--- config.mk ---
export PLATFORM = sky130hd
export DESIGN_NAME = qspi_txw_port
export DESIGN_NICKNAME = d
export VERILOG_FILES = /design/src/rtl/qspi_txw_pkg.sv /design/src/rtl/qspi_txw_fifo.sv /design/src/rtl/qspi_txw_serializer.sv /design/src/rtl/qspi_txw_rx_pack.sv /design/src/rtl/qspi_txw_port.sv
export SDC_FILE = /design/constraint.sdc
export NUM_CORES = 2
export LEC_CHECK = 0
export BUFFER_PORTS_ARGS = -buffer_cell sky130_fd_sc_hd__buf_2
export CAP_MARGIN = 20
export CORE_MARGIN = 1
export CORE_UTILIZATION = 25
export CTS_BUF_LIST = sky130_fd_sc_hd__clkbuf_16
export DETAILED_ROUTE_END_ITERATION = 12
export PLACE_DENSITY = 0.45
export SLEW_MARGIN = 20
export SYNTH_ARGS = -nofsm -noshare
export SYNTH_HDL_FRONTEND = slang
export SYNTH_MEMORY_MAX_BITS = 65536
export SYNTH_SLANG_ARGS = --single-unit
--- constraint.sdc ---
create_clock -name clk -period 6.3 [get_ports clk]
set_clock_uncertainty 0.2 [all_clocks]
set_input_delay 0.315 -clock clk [delete_from_list [all_inputs] [get_ports clk]]
set_output_delay 0.315 -clock clk [all_outputs]
set_load 0.005 [all_outputs]
--- src/rtl/qspi_txw_pkg.sv ---
package qspi_txw_pkg;

    localparam int WORD_W = 32;

    // Register addresses (byte offsets)
    localparam logic [7:0] A_TX_4B   = 8'h1C;
    localparam logic [7:0] A_RX_DATA = 8'h20;
    localparam logic [7:0] A_TX_MARK = 8'h28;
    localparam logic [7:0] A_RX_MARK = 8'h2C;
    localparam logic [7:0] A_TX_1B   = 8'h80;
    localparam logic [7:0] A_TX_2B   = 8'h84;
    localparam logic [7:0] A_TX_3B   = 8'h88;

    // Byte count tag holds (valid bytes - 1)
    typedef logic [1:0] szcode_t;

    typedef struct packed {
        szcode_t             sz;
        logic [WORD_W-1:0]   data;
    } tx_entry_t;

    localparam int ENTRY_W = $bits(tx_entry_t);

    typedef enum logic {
        SER_IDLE,
        SER_SHIFT
    } ser_state_e;

endpackage

--- src/rtl/qspi_txw_fifo.sv ---
module qspi_txw_fifo #(
    parameter int WIDTH = 34,
    parameter int DEPTH = 63,
    localparam int CNT_W = $clog2(DEPTH + 1)
) (
    input  logic             clk,
    input  logic             rst_n,
    input  logic             push,
    input  logic [WIDTH-1:0] wdata,
    input  logic             pop,
    output logic [WIDTH-1:0] head,
    output logic [CNT_W-1:0] count,
    output logic             full,
    output logic             empty
);
    localparam int PTR_W = (DEPTH > 1) ? $clog2(DEPTH) : 1;
    localparam logic [PTR_W-1:0] LAST_SLOT = PTR_W'(DEPTH - 1);

    logic [WIDTH-1:0] mem_q [DEPTH];
    logic [PTR_W-1:0] wr_ptr_q, rd_ptr_q;
    logic [CNT_W-1:0] count_q;
    logic             do_push, do_pop;

    assign full    = (count_q == CNT_W'(DEPTH));
    assign empty   = (count_q == '0);
    assign do_push = push && !full;
    assign do_pop  = pop && !empty;
    assign head    = mem_q[rd_ptr_q];
    assign count   = count_q;

    always_ff @(posedge clk) begin
        if (do_push) mem_q[wr_ptr_q] <= wdata;
    end

    always_ff @(posedge clk) begin
        if (!rst_n) begin
            wr_ptr_q <= '0;
            rd_ptr_q <= '0;
            count_q  <= '0;
        end else begin
            if (do_push) wr_ptr_q <= (wr_ptr_q == LAST_SLOT) ? '0 : wr_ptr_q + 1'b1;
            if (do_pop)  rd_ptr_q <= (rd_ptr_q == LAST_SLOT) ? '0 : rd_ptr_q + 1'b1;
            unique case ({do_push, do_pop})
                2'b10:   count_q <= count_q + 1'b1;
                2'b01:   count_q <= count_q - 1'b1;
                default: count_q <= count_q;
            endcase
        end
    end

    AST_FIFO_BOUND: assert property (@(posedge clk) disable iff (!rst_n)
        count_q <= CNT_W'(DEPTH));
    AST_NO_POP_EMPTY: assert property (@(posedge clk) disable iff (!rst_n)
        pop |-> !empty);

endmodule

--- src/rtl/qspi_txw_serializer.sv ---
module qspi_txw_serializer
    import qspi_txw_pkg::*;
(
    input  logic      clk,
    input  logic      rst_n,
    input  tx_entry_t head,
    input  logic      fifo_empty,
    input  logic      sh_tx_ready,
    output logic      sh_tx_valid,
    output logic [7:0] sh_tx_byte,
    output logic      sh_tx_last,
    output logic      pop
);
    ser_state_e state_q, state_d;
    szcode_t    idx_q, idx_d;

    // State register
    always_ff @(posedge clk) begin
        if (!rst_n) begin
            state_q <= SER_IDLE;
            idx_q   <= '0;
        end else begin
            state_q <= state_d;
            idx_q   <= idx_d;
        end
    end

    // Next state
    always_comb begin
        state_d = state_q;
        idx_d   = idx_q;
        unique case (state_q)
            SER_IDLE: begin
                idx_d = '0;
                if (!fifo_empty) state_d = SER_SHIFT;
            end
            SER_SHIFT: begin
                if (sh_tx_ready) begin
                    if (idx_q == head.sz) begin
                        idx_d   = '0;
                        state_d = SER_IDLE;
                    end else begin
                        idx_d = idx_q + 1'b1;
                    end
                end
            end
            default: state_d = SER_IDLE;
        endcase
    end

    // Outputs
    always_comb begin
        sh_tx_valid = 1'b0;
        sh_tx_last  = 1'b0;
        sh_tx_byte  = head.data[{idx_q, 3'b000} +: 8];
        pop         = 1'b0;
        unique case (state_q)
            SER_IDLE: ;
            SER_SHIFT: begin
                sh_tx_valid = 1'b1;
                sh_tx_last  = (idx_q == head.sz);
                pop         = sh_tx_ready && (idx_q == head.sz);
            end
            default: ;
        endcase
    end

    AST_HOLD_STALL: assert property (@(posedge clk) disable iff (!rst_n)
        (sh_tx_valid && !sh_tx_ready) |=>
            (sh_tx_valid && $stable(sh_tx_byte) && $stable(sh_tx_last)));
    AST_ENTRY_CONTINUES: assert property (@(posedge clk) disable iff (!rst_n)
        (sh_tx_valid && sh_tx_ready && !sh_tx_last) |=> sh_tx_valid);

endmodule

--- src/rtl/qspi_txw_rx_pack.sv ---
module qspi_txw_rx_pack
    import qspi_txw_pkg::*;
(
    input  logic              clk,
    input  logic              rst_n,
    input  logic              rx_valid,
    input  logic [7:0]        rx_byte,
    input  logic              rx_last,
    output logic              word_valid,
    output logic [WORD_W-1:0] word
);
    logic [WORD_W-1:0] acc_q;
    logic [WORD_W-1:0] shifted;

    // Each byte enters at the top lane; earlier bytes move down one lane.
    assign shifted    = {rx_byte, acc_q[WORD_W-1:8]};
    assign word_valid = rx_valid && rx_last;
    assign word       = shifted;

    always_ff @(posedge clk) begin
        if (!rst_n)                acc_q <= '0;
        else if (rx_valid) begin
            if (rx_last)           acc_q <= '0;
            else                   acc_q <= shifted;
        end
    end

    AST_PACK_RESTART: assert property (@(posedge clk) disable iff (!rst_n)
        (rx_valid && rx_last) |=> (acc_q == '0));

endmodule

--- src/rtl/qspi_txw_port.sv ---
module qspi_txw_port
    import qspi_txw_pkg::*;
#(
    parameter int TX_DEPTH    = 63,
    parameter int RX_DEPTH    = 63,
    parameter int TX_MARK_RST = 1,
    parameter int RX_MARK_RST = 32
) (
    input  logic        clk,
    input  logic        rst_n,
    input  logic        reg_wr_en,
    input  logic        reg_rd_en,
    input  logic [7:0]  reg_addr,
    input  logic [31:0] reg_wdata,
    output logic [31:0] reg_rdata,
    output logic        tx_empty,
    output logic        tx_full,
    output logic        tx_below_mark,
    output logic        rx_not_empty,
    output logic        rx_at_mark,
    output logic        evt_wr_size_err,
    output logic        evt_tx_overflow,
    output logic        evt_rx_underflow,
    output logic        sh_tx_valid,
    input  logic        sh_tx_ready,
    output logic [7:0]  sh_tx_byte,
    output logic        sh_tx_last,
    input  logic        sh_rx_valid,
    input  logic [7:0]  sh_rx_byte,
    input  logic        sh_rx_last
);
    localparam int TX_CNT_W = $clog2(TX_DEPTH + 1);
    localparam int RX_CNT_W = $clog2(RX_DEPTH + 1);

    // Address decode
    logic    is_tx_wr;
    szcode_t wr_sz;
    always_comb begin
        is_tx_wr = 1'b0;
        wr_sz    = 2'd3;
        if (reg_wr_en) begin
            unique case (reg_addr)
                A_TX_4B: begin is_tx_wr = 1'b1; wr_sz = 2'd3; end
                A_TX_1B: begin is_tx_wr = 1'b1; wr_sz = 2'd0; end
                A_TX_2B: begin is_tx_wr = 1'b1; wr_sz = 2'd1; end
                A_TX_3B: begin is_tx_wr = 1'b1; wr_sz = 2'd2; end
                default: ;
            endcase
        end
    end

    // Transmit FIFO
    tx_entry_t           tx_wentry, tx_head;
    logic [TX_CNT_W-1:0] tx_count;
    logic                tx_push, tx_pop, size_err, ovf;
    szcode_t             last_sz_q;

    assign size_err  = is_tx_wr && !tx_empty && (wr_sz != last_sz_q);
    assign ovf       = is_tx_wr && !size_err && tx_full;
    assign tx_push   = is_tx_wr && !size_err && !tx_full;
    assign tx_wentry = '{sz: wr_sz, data: reg_wdata};

    qspi_txw_fifo #(.WIDTH(ENTRY_W), .DEPTH(TX_DEPTH)) u_tx_fifo (
        .clk   (clk),
        .rst_n (rst_n),
        .push  (tx_push),
        .wdata (tx_wentry),
        .pop   (tx_pop),
        .head  (tx_head),
        .count (tx_count),
        .full  (tx_full),
        .empty (tx_empty)
    );

    qspi_txw_serializer u_ser (
        .clk         (clk),
        .rst_n       (rst_n),
        .head        (tx_head),
        .fifo_empty  (tx_empty),
        .sh_tx_ready (sh_tx_ready),
        .sh_tx_valid (sh_tx_valid),
        .sh_tx_byte  (sh_tx_byte),
        .sh_tx_last  (sh_tx_last),
        .pop         (tx_pop)
    );

    // Receive path
    logic                rx_word_valid, rx_push, rx_pop, rx_full, rx_empty, rd_rx;
    logic [WORD_W-1:0]   rx_word, rx_head;
    logic [RX_CNT_W-1:0] rx_count;

    qspi_txw_rx_pack u_pack (
        .clk        (clk),
        .rst_n      (rst_n),
        .rx_valid   (sh_rx_valid),
        .rx_byte    (sh_rx_byte),
        .rx_last    (sh_rx_last),
        .word_valid (rx_word_valid),
        .word       (rx_word)
    );

    assign rx_push = rx_word_valid && !rx_full;
    assign rd_rx   = reg_rd_en && (reg_addr == A_RX_DATA);
    assign rx_pop  = rd_rx && !rx_empty;

    qspi_txw_fifo #(.WIDTH(WORD_W), .DEPTH(RX_DEPTH)) u_rx_fifo (
        .clk   (clk),
        .rst_n (rst_n),
        .push  (rx_push),
        .wdata (rx_word),
        .pop   (rx_pop),
        .head  (rx_head),
        .count (rx_count),
        .full  (rx_full),
        .empty (rx_empty)
    );

    // Marks, events, read data
    logic [TX_CNT_W-1:0] tx_mark_q;
    logic [RX_CNT_W-1:0] rx_mark_q;

    always_ff @(posedge clk) begin
        if (!rst_n) begin
            tx_mark_q        <= TX_CNT_W'(TX_MARK_RST);
            rx_mark_q        <= RX_CNT_W'(RX_MARK_RST);
            last_sz_q        <= 2'd3;
            evt_wr_size_err  <= 1'b0;
            evt_tx_overflow  <= 1'b0;
            evt_rx_underflow <= 1'b0;
            reg_rdata        <= '0;
        end else begin
            if (reg_wr_en && reg_addr == A_TX_MARK) tx_mark_q <= reg_wdata[TX_CNT_W-1:0];
            if (reg_wr_en && reg_addr == A_RX_MARK) rx_mark_q <= reg_wdata[RX_CNT_W-1:0];
            if (tx_push) last_sz_q <= wr_sz;
            evt_wr_size_err  <= size_err;
            evt_tx_overflow  <= ovf;
            evt_rx_underflow <= rd_rx && rx_empty;
            if (reg_rd_en) begin
                unique case (reg_addr)
                    A_RX_DATA: reg_rdata <= rx_empty ? '0 : rx_head;
                    A_TX_MARK: reg_rdata <= 32'(tx_mark_q);
                    A_RX_MARK: reg_rdata <= 32'(rx_mark_q);
                    default:   reg_rdata <= '0;
                endcase
            end
        end
    end

    assign tx_below_mark = (tx_count < tx_mark_q);
    assign rx_not_empty  = !rx_empty;
    assign rx_at_mark    = (rx_count >= rx_mark_q);

    AST_OVF_WHEN_FULL: assert property (@(posedge clk) disable iff (!rst_n)
        evt_tx_overflow |-> $past(tx_full));
    AST_SIZE_ERR_PENDING: assert property (@(posedge clk) disable iff (!rst_n)
        evt_wr_size_err |-> $past(!tx_empty));
    AST_UNDERFLOW_ZERO: assert property (@(posedge clk) disable iff (!rst_n)
        evt_rx_underflow |-> (reg_rdata == '0));
    AST_EVT_EXCLUSIVE: assert property (@(posedge clk) disable iff (!rst_n)
        !(evt_wr_size_err && evt_tx_overflow));

endmodule

Word-level counts from Yosys, hierarchy flattened
Memories as Yosys holds them, arrays and structs flattened. A register that Yosys moved wholly into a read port is not among the register bits.
Cells that the tools add are included.
Widths: inputs -> output; s select.

word-level totals
  word-level logic and storage cells = 109
  input port bits = 55
  output and inout bits = 50
  memory bits (writable) = 4158
  flip-flop bits (word level) = 120
  memories = 2

operators by class
  mux-type cells = 31
  shifts and indexed selects = 1
  reductions and logical operators = 27
  add/subtract/negate cells = 9
  magnitude comparators = 2
  bitwise logic cells = 1
  eq/ne operators = 20

memory list
  name             words  width  rd ports  clocked after Yosys merged registers in  write ports  line                 text
  u_tx_fifo.mem_q  63     34     1         1                                        1            qspi_txw_fifo.sv:19  logic [WIDTH-1:0] mem_q [DEPTH];
  u_rx_fifo.mem_q  63     32     1         1                                        1            qspi_txw_fifo.sv:19

operator list
  cell                 number
  $pmux 32 s3          1
  $mux 32              2
  $mux 6               8
  $add 6x1->6 const B  6
  $eq 6x6->1 const B   6
  $shiftx 32x6->8      1
  $eq 8x6->1 const B   3
  $eq 8x8->1 const B   3
  $pmux 6 s2           2
  $logic_and 1x1->1    17
  $logic_not 6->1      2
  $mux 1               12
  $sub 6x1->6 const B  2
  $eq 8x5->1 const B   1
  $ge 6x6->1           1
  $lt 6x6->1           1
  $mux 2               3
  $pmux 2 s3           1
  $logic_not 1->1      5
  $eq 2x1->1 const B   2
  $eq 2x2->1 const B   2
  $pmux 2 s2           1
  $reduce_bool 2->1    2
  $reduce_or 4->1      1
  6 further kinds      6

Logic depth before layout (Yosys ltp)
  depth after elaboration = 12
  depth in mapped cells = 23
  depth with buffers taken out = 18

Cells and area by module
Synthesis repeated with hierarchy kept, for this count alone.

unflattened totals
  cells, all modules = 7761
  area total of the unflattened synthesis = 165745.2 sq um

modules (own cells, without submodules)
  module                     area each (sq um)  cells each  sequential area each (sq um)  instances
  qspi_txw_fifo (u_tx_fifo)  83666.5            3803        64802.2                       1
  qspi_txw_fifo (u_rx_fifo)  78277.6            3547        61018.5                       1
  qspi_txw_port              2359.8             279         980.9                         1
  qspi_txw_rx_pack           1049.8             101         480.5                         1
  qspi_txw_serializer        391.6              31          60.1                          1

Least setup slack after synthesis
Ideal clock, no wire load.

  kind = register -> register
  start = register (tool-made name)
  end = register u_tx_fifo.count_q[4], in the netlist u_tx_fifo.count[4]
  stages on the path, launching flop included = 21
  arrival time = 4.175 ns
  path buffers = 2
  setup slack = 1.798 ns
  library setup time = 0.128 ns
  clock period less this slack = 4.502 ns
  required time = 5.972 ns
  cells stage by stage = dfxtp_1 > buf_6 > mux4_2 > mux2_2 > or3_1 > a221oi_2 > nor4b_2 > xnor2_1 > nor2b_1 > ha_1 > buf_1 > xor2_1 > ha_1 > a21oi_1 > nor2b_1 > o21ai_0 > a21oi_1 > a311oi_1 > nor2_1 > xnor2_1 > nor2_1

RTL lines
  item                  line                 text
  end signal, assigned  qspi_txw_fifo.sv:44  2'b10: count_q <= count_q + 1'b1;
  end signal, assigned  qspi_txw_fifo.sv:45  2'b01: count_q <= count_q - 1'b1;
  end signal, assigned  qspi_txw_fifo.sv:46  default: count_q <= count_q;
  end, declared         qspi_txw_fifo.sv:21  logic [CNT_W-1:0] count_q;

Worst setup path in the final report
  start = input port reg_wr_en
  end = memory u_tx_fifo.mem_q[5][21] (enable)

between the ends
  cells in the longest elaborated chain, start to end = 9
  elaborated cells on any way between the ends = 11
  those cells by class = 1 x eq/ne; 4 x mux; 6 x reduce/logical

RTL lines
  item                                                    line                 text
  start, declared                                         qspi_txw_port.sv:11  input logic reg_wr_en,
  $mux 2 / $mux 1 (equally long branches)                 qspi_txw_port.sv:41  if (reg_wr_en) begin
  $ne 2x2->1 / $logic_and 1x1->1 (equally long branches)  qspi_txw_port.sv:58  assign size_err = is_tx_wr && !tx_empty && (wr_sz != last_sz_q);
  $logic_and 1x1->1                                       qspi_txw_port.sv:58
  $logic_not 1->1                                         qspi_txw_port.sv:60  assign tx_push = is_tx_wr && !size_err && !tx_full;
  $logic_and 1x1->1 * (2 in a row)                        qspi_txw_port.sv:60
  $logic_and 1x1->1 *                                     qspi_txw_fifo.sv:26  assign do_push = push && !full;
  $mux 1 *                                                qspi_txw_fifo.sv:32  if (do_push) mem_q[wr_ptr_q] <= wdata;
  $mux 1 (implied by the code) *                          qspi_txw_fifo.sv:32
  end, declared                                           qspi_txw_fifo.sv:19

Mark *: on every way between the ends. The rest lies on a longest branch, timed or not.

==> out/qor.yml <==
worst_pin_slew_ps: 1200
setup_viol: 0
cts.sinks: 4282
antenna_found_initial: 32
ys_ff_latch: 4282
synth_ff_type: "edfxtp_1"
dpl-instance-area_sq_mm: 0.178
p_leak_nw: 55.2
finalMaxSlewViolations: 0
numCtsBuffers: 432
mostFrequentLayoutCells: "edfxtp_1 (4158), mux4_2 (1297), clkbuf_16 (436)"
cp_slowest_stage_delay_ps: 950
crit_required_ps: 6790
dpl.hpwl_mm: 257
worstHoldStart: "rst_n"
gp_congestion: 0.763
remaining_drc_errors: 0
path_clk_slew_ps: 60
rrSetupSlack_ps: 640
reg2reg_depth: 12
async_flop_share: 0
syn_area_sq_mm: 0.164
grt_first_pass_wirelength_mm: 638
min_to: "last_sz_q[1]$_SDFFE_PN1P_"
layout_commonest_cell: "edfxtp_1"
cp-start-kind: "input pin"
design_area_sq_mm: 0.192
fp.coreArea_sq_mm: 0.654
maxCapViolations: 0
path_cells: "dlygate4sd3_1 > buf_2 > or4b_2 > dlygate4sd3_1 > a2111oi_0 > dlygate4sd3_1 > o21ai_1 > dlygate4sd3_1 > buf_4 > inv_1 > nand2_1 > or3_1 > nor2_4 > buf_12"
cp-end-kind: "flip-flop"
ys_seq_area_frac: 0.776
hold_depth: 3
track_usage: 0.135
syn_inst: 6940
period_minus_slack_ps: 6090
outcome: "completed"
port_buffers: 104
fmax_ghz: 0.164
syn2layout_area_growth_pct: 17.0
num_vias: 76000
drt_iter0_drc: 7852
timing.rr.end: "u_tx_fifo.mem_q[5][21]$_DFFE_PP_"
overflow: 0
yosysTopAreaCell: "edfxtp_1"
timing.critical_path.mode_cell: "dlygate4sd3_1"
die_h_microns: 812
die-area_sq_mm: 0.660
hp-class: "input pin to flip-flop"
io_pins: 105
arrival_ps: 6580
routed_via_density: 4.60
drt-wirelength-per-cell_microns: 27.7
r2r-start: "u_tx_fifo.count[3]$_SDFFE_PN0P_"
avgSynthCellArea_sq_um: 23.7
synth.area.top_cells: "edfxtp_1 (76%), mux4_2 (18%), dfxtp_1 (1.5%)"
cp_slowest_cell: "nor2_4"
syn_nets: 7023
maxSlewHeadroom: 0.200
synth_top_area_frac: 0.760
antenna_left: 0
first_global_vias: 79000
filler_cell_count: 63100
period_share: 0.966
path_class: "input pin to flip-flop"
fin_tns_setup_ps: 0
rows: 297
clk_path_buf_depth: 4
htree_levels: 5
layout-drive-gt1-share: 0.318
cp_top_family: "buffers and inverters"
fin_nets: 7561
yosysUniqueCellTypes: 68
initial_utilization: 0.251
powerDensity_mw_per_mm2: 293
critPathMaxFanout: 18
wl_mm: 458
firstDrtPassIters: 6
grt_max_degree: 132
yosysWarnings: 0
path_buf_inv: 8
ir_worst_vdd_mv: 0.246
synth-edff-count: 4158
hold_viol_final: 0
die_w_microns: 812
clock_latency_ps: 1030
cts_tree: "built"
root_buffer: "clkbuf_16"
## repair_timing
item	4_1_cts	5_1_grt
buffers inserted	1	0
resized for setup	6	3
hold endpoints to repair	2629	0
cloned	1	0
endpoints found under the setup margin	8	3
hold buffers	73	0
## power by group
part	switching [W]	internal (W)
clock	0.0111	0.0136
sequential	0.0000411	0.0311
combinational	0.000418	0.000101
## flip-flops by register name (all words and copies together) (netlist names), named ones only
| register | count |
|---|---|
| u_pack.acc_q | 24 |
| u_rx_fifo.count | 6 |
| last_sz_q | 2 |
| tx_mark_q | 6 |
| evt_rx_underflow | 1 |
| u_ser.idx_q | 2 |
| u_tx_fifo.wr_ptr_q | 6 |
| u_tx_fifo.rd_ptr_q | 6 |
| u_ser.state_q | 1 |
| u_tx_fifo.count | 6 |
| evt_tx_overflow | 1 |
| u_tx_fifo.mem_q | 2142 |
| u_rx_fifo.rd_ptr_q | 6 |
| rx_mark_q | 6 |
| reg_rdata | 32 |
| u_rx_fifo.wr_ptr_q | 6 |
| u_rx_fifo.mem_q | 2016 |
| evt_wr_size_err | 1 |
## tightest hold or removal path: stages
cell and delay [ps]:
dlygate4sd3_1 530, buf_2 320, nand2_1 130
## Yosys cell counts, drive strengths merged (3+ instances only)
| cell type | n |
|---|---|
| a2111oi | 3 |
| a211oi | 15 |
| a21o | 6 |
| a21oi | 90 |
| a31o | 3 |
| a41oi | 4 |
| and2 | 3 |
| and3 | 9 |
| buf | 216 |
| clkbuf | 161 |
| dfxtp | 124 |
| edfxtp | 4158 |
| ha | 27 |
| inv | 32 |
| mux2 | 14 |
| mux2i | 110 |
| mux4 | 1297 |
| nand2 | 108 |
| nand2b | 34 |
| nand3 | 18 |
| nand3b | 25 |
| nand4 | 11 |
| nor2 | 229 |
| nor2b | 49 |
| nor3 | 3 |
| nor3b | 3 |
| nor4 | 6 |
| o211ai | 8 |
| o21ai | 89 |
| o22ai | 4 |
| or2 | 6 |
| or3 | 11 |
| or3b | 3 |
| xnor2 | 11 |
| xor2 | 16 |
## worst max path at each step
stage	depth (start not counted)	from	to
final	14	reg_wr_en	u_tx_fifo.mem_q[5][21]$_DFFE_PP_
after global routing	9	flip-flop	sh_tx_byte[3]
after CTS	9	flip-flop	sh_tx_byte[1]
after detailed placement	7	flip-flop	sh_tx_byte[4]
after global placement	7	flip-flop	sh_tx_byte[4]
after floorplan	20	flip-flop	u_tx_fifo.count[4]$_SDFFE_PN0P_
## logic make-up (layout without fill, tap and decap cells)
family,Yosys count,after routing,synth area share
AOI/OAI and AO/OA,246,246,0.00879
adders and majority gates,28,28,0.00218
xor gates and xnor gates,27,27,0.00144
muxes,1421,1421,0.186
DFF,4282,4282,0.776
and+or+nand+nor,527,527,0.0152
buffers and inverters,409,1309,0.0112
other,0,15,0
## metal layers
layer,up-vias,wire [microns],track usage
met5,-,46,0
met4,6,9720,0.0293
met3,588,24200,0.0194
met2,2324,221000,0.224
met1,42200,203000,0.189
li1,30800,-,-
## final cells by class
class | instances | area (sq um) | area share
Sequential cell | 4282 | 127000 | 0.663
Multi-Input combinational cell | 2249 | 36000 | 0.187
Clock buffer | 436 | 10900 | 0.0568
Tap cell | 8671 | 10800 | 0.0565
Timing Repair Buffer | 481 | 4220 | 0.0220
Clock inverter | 360 | 2600 | 0.0135
Inverter | 32 | 121 | 0.000632
Antenna cell | 15 | 37.5 | 0.000195
## per-stage QoR
| step | setup WS, ps | utilization | hold WS [ps] | total power [W] | instances |
|---|---|---|---|---|---|
| 4_1_cts | 14.9 | 0.294 | 24.9 | 0.0571 | 16500 |
| 2_1_floorplan | 1800 | - | 214 | 0.0318 | 6940 |
| 5_1_grt | -0.788 | 0.294 | 86.2 | 0.0581 | 16500 |
| 6_report | 212 | 0.294 | 115 | 0.0564 | 16500 |
| 3_5_place_dp | 854 | 0.272 | 307 | 0.0322 | 15600 |
| 3_3_place_gp | 897 | 0.271 | 298 | 0.0322 | 15600 |
(Power assumes the default switching activity.)
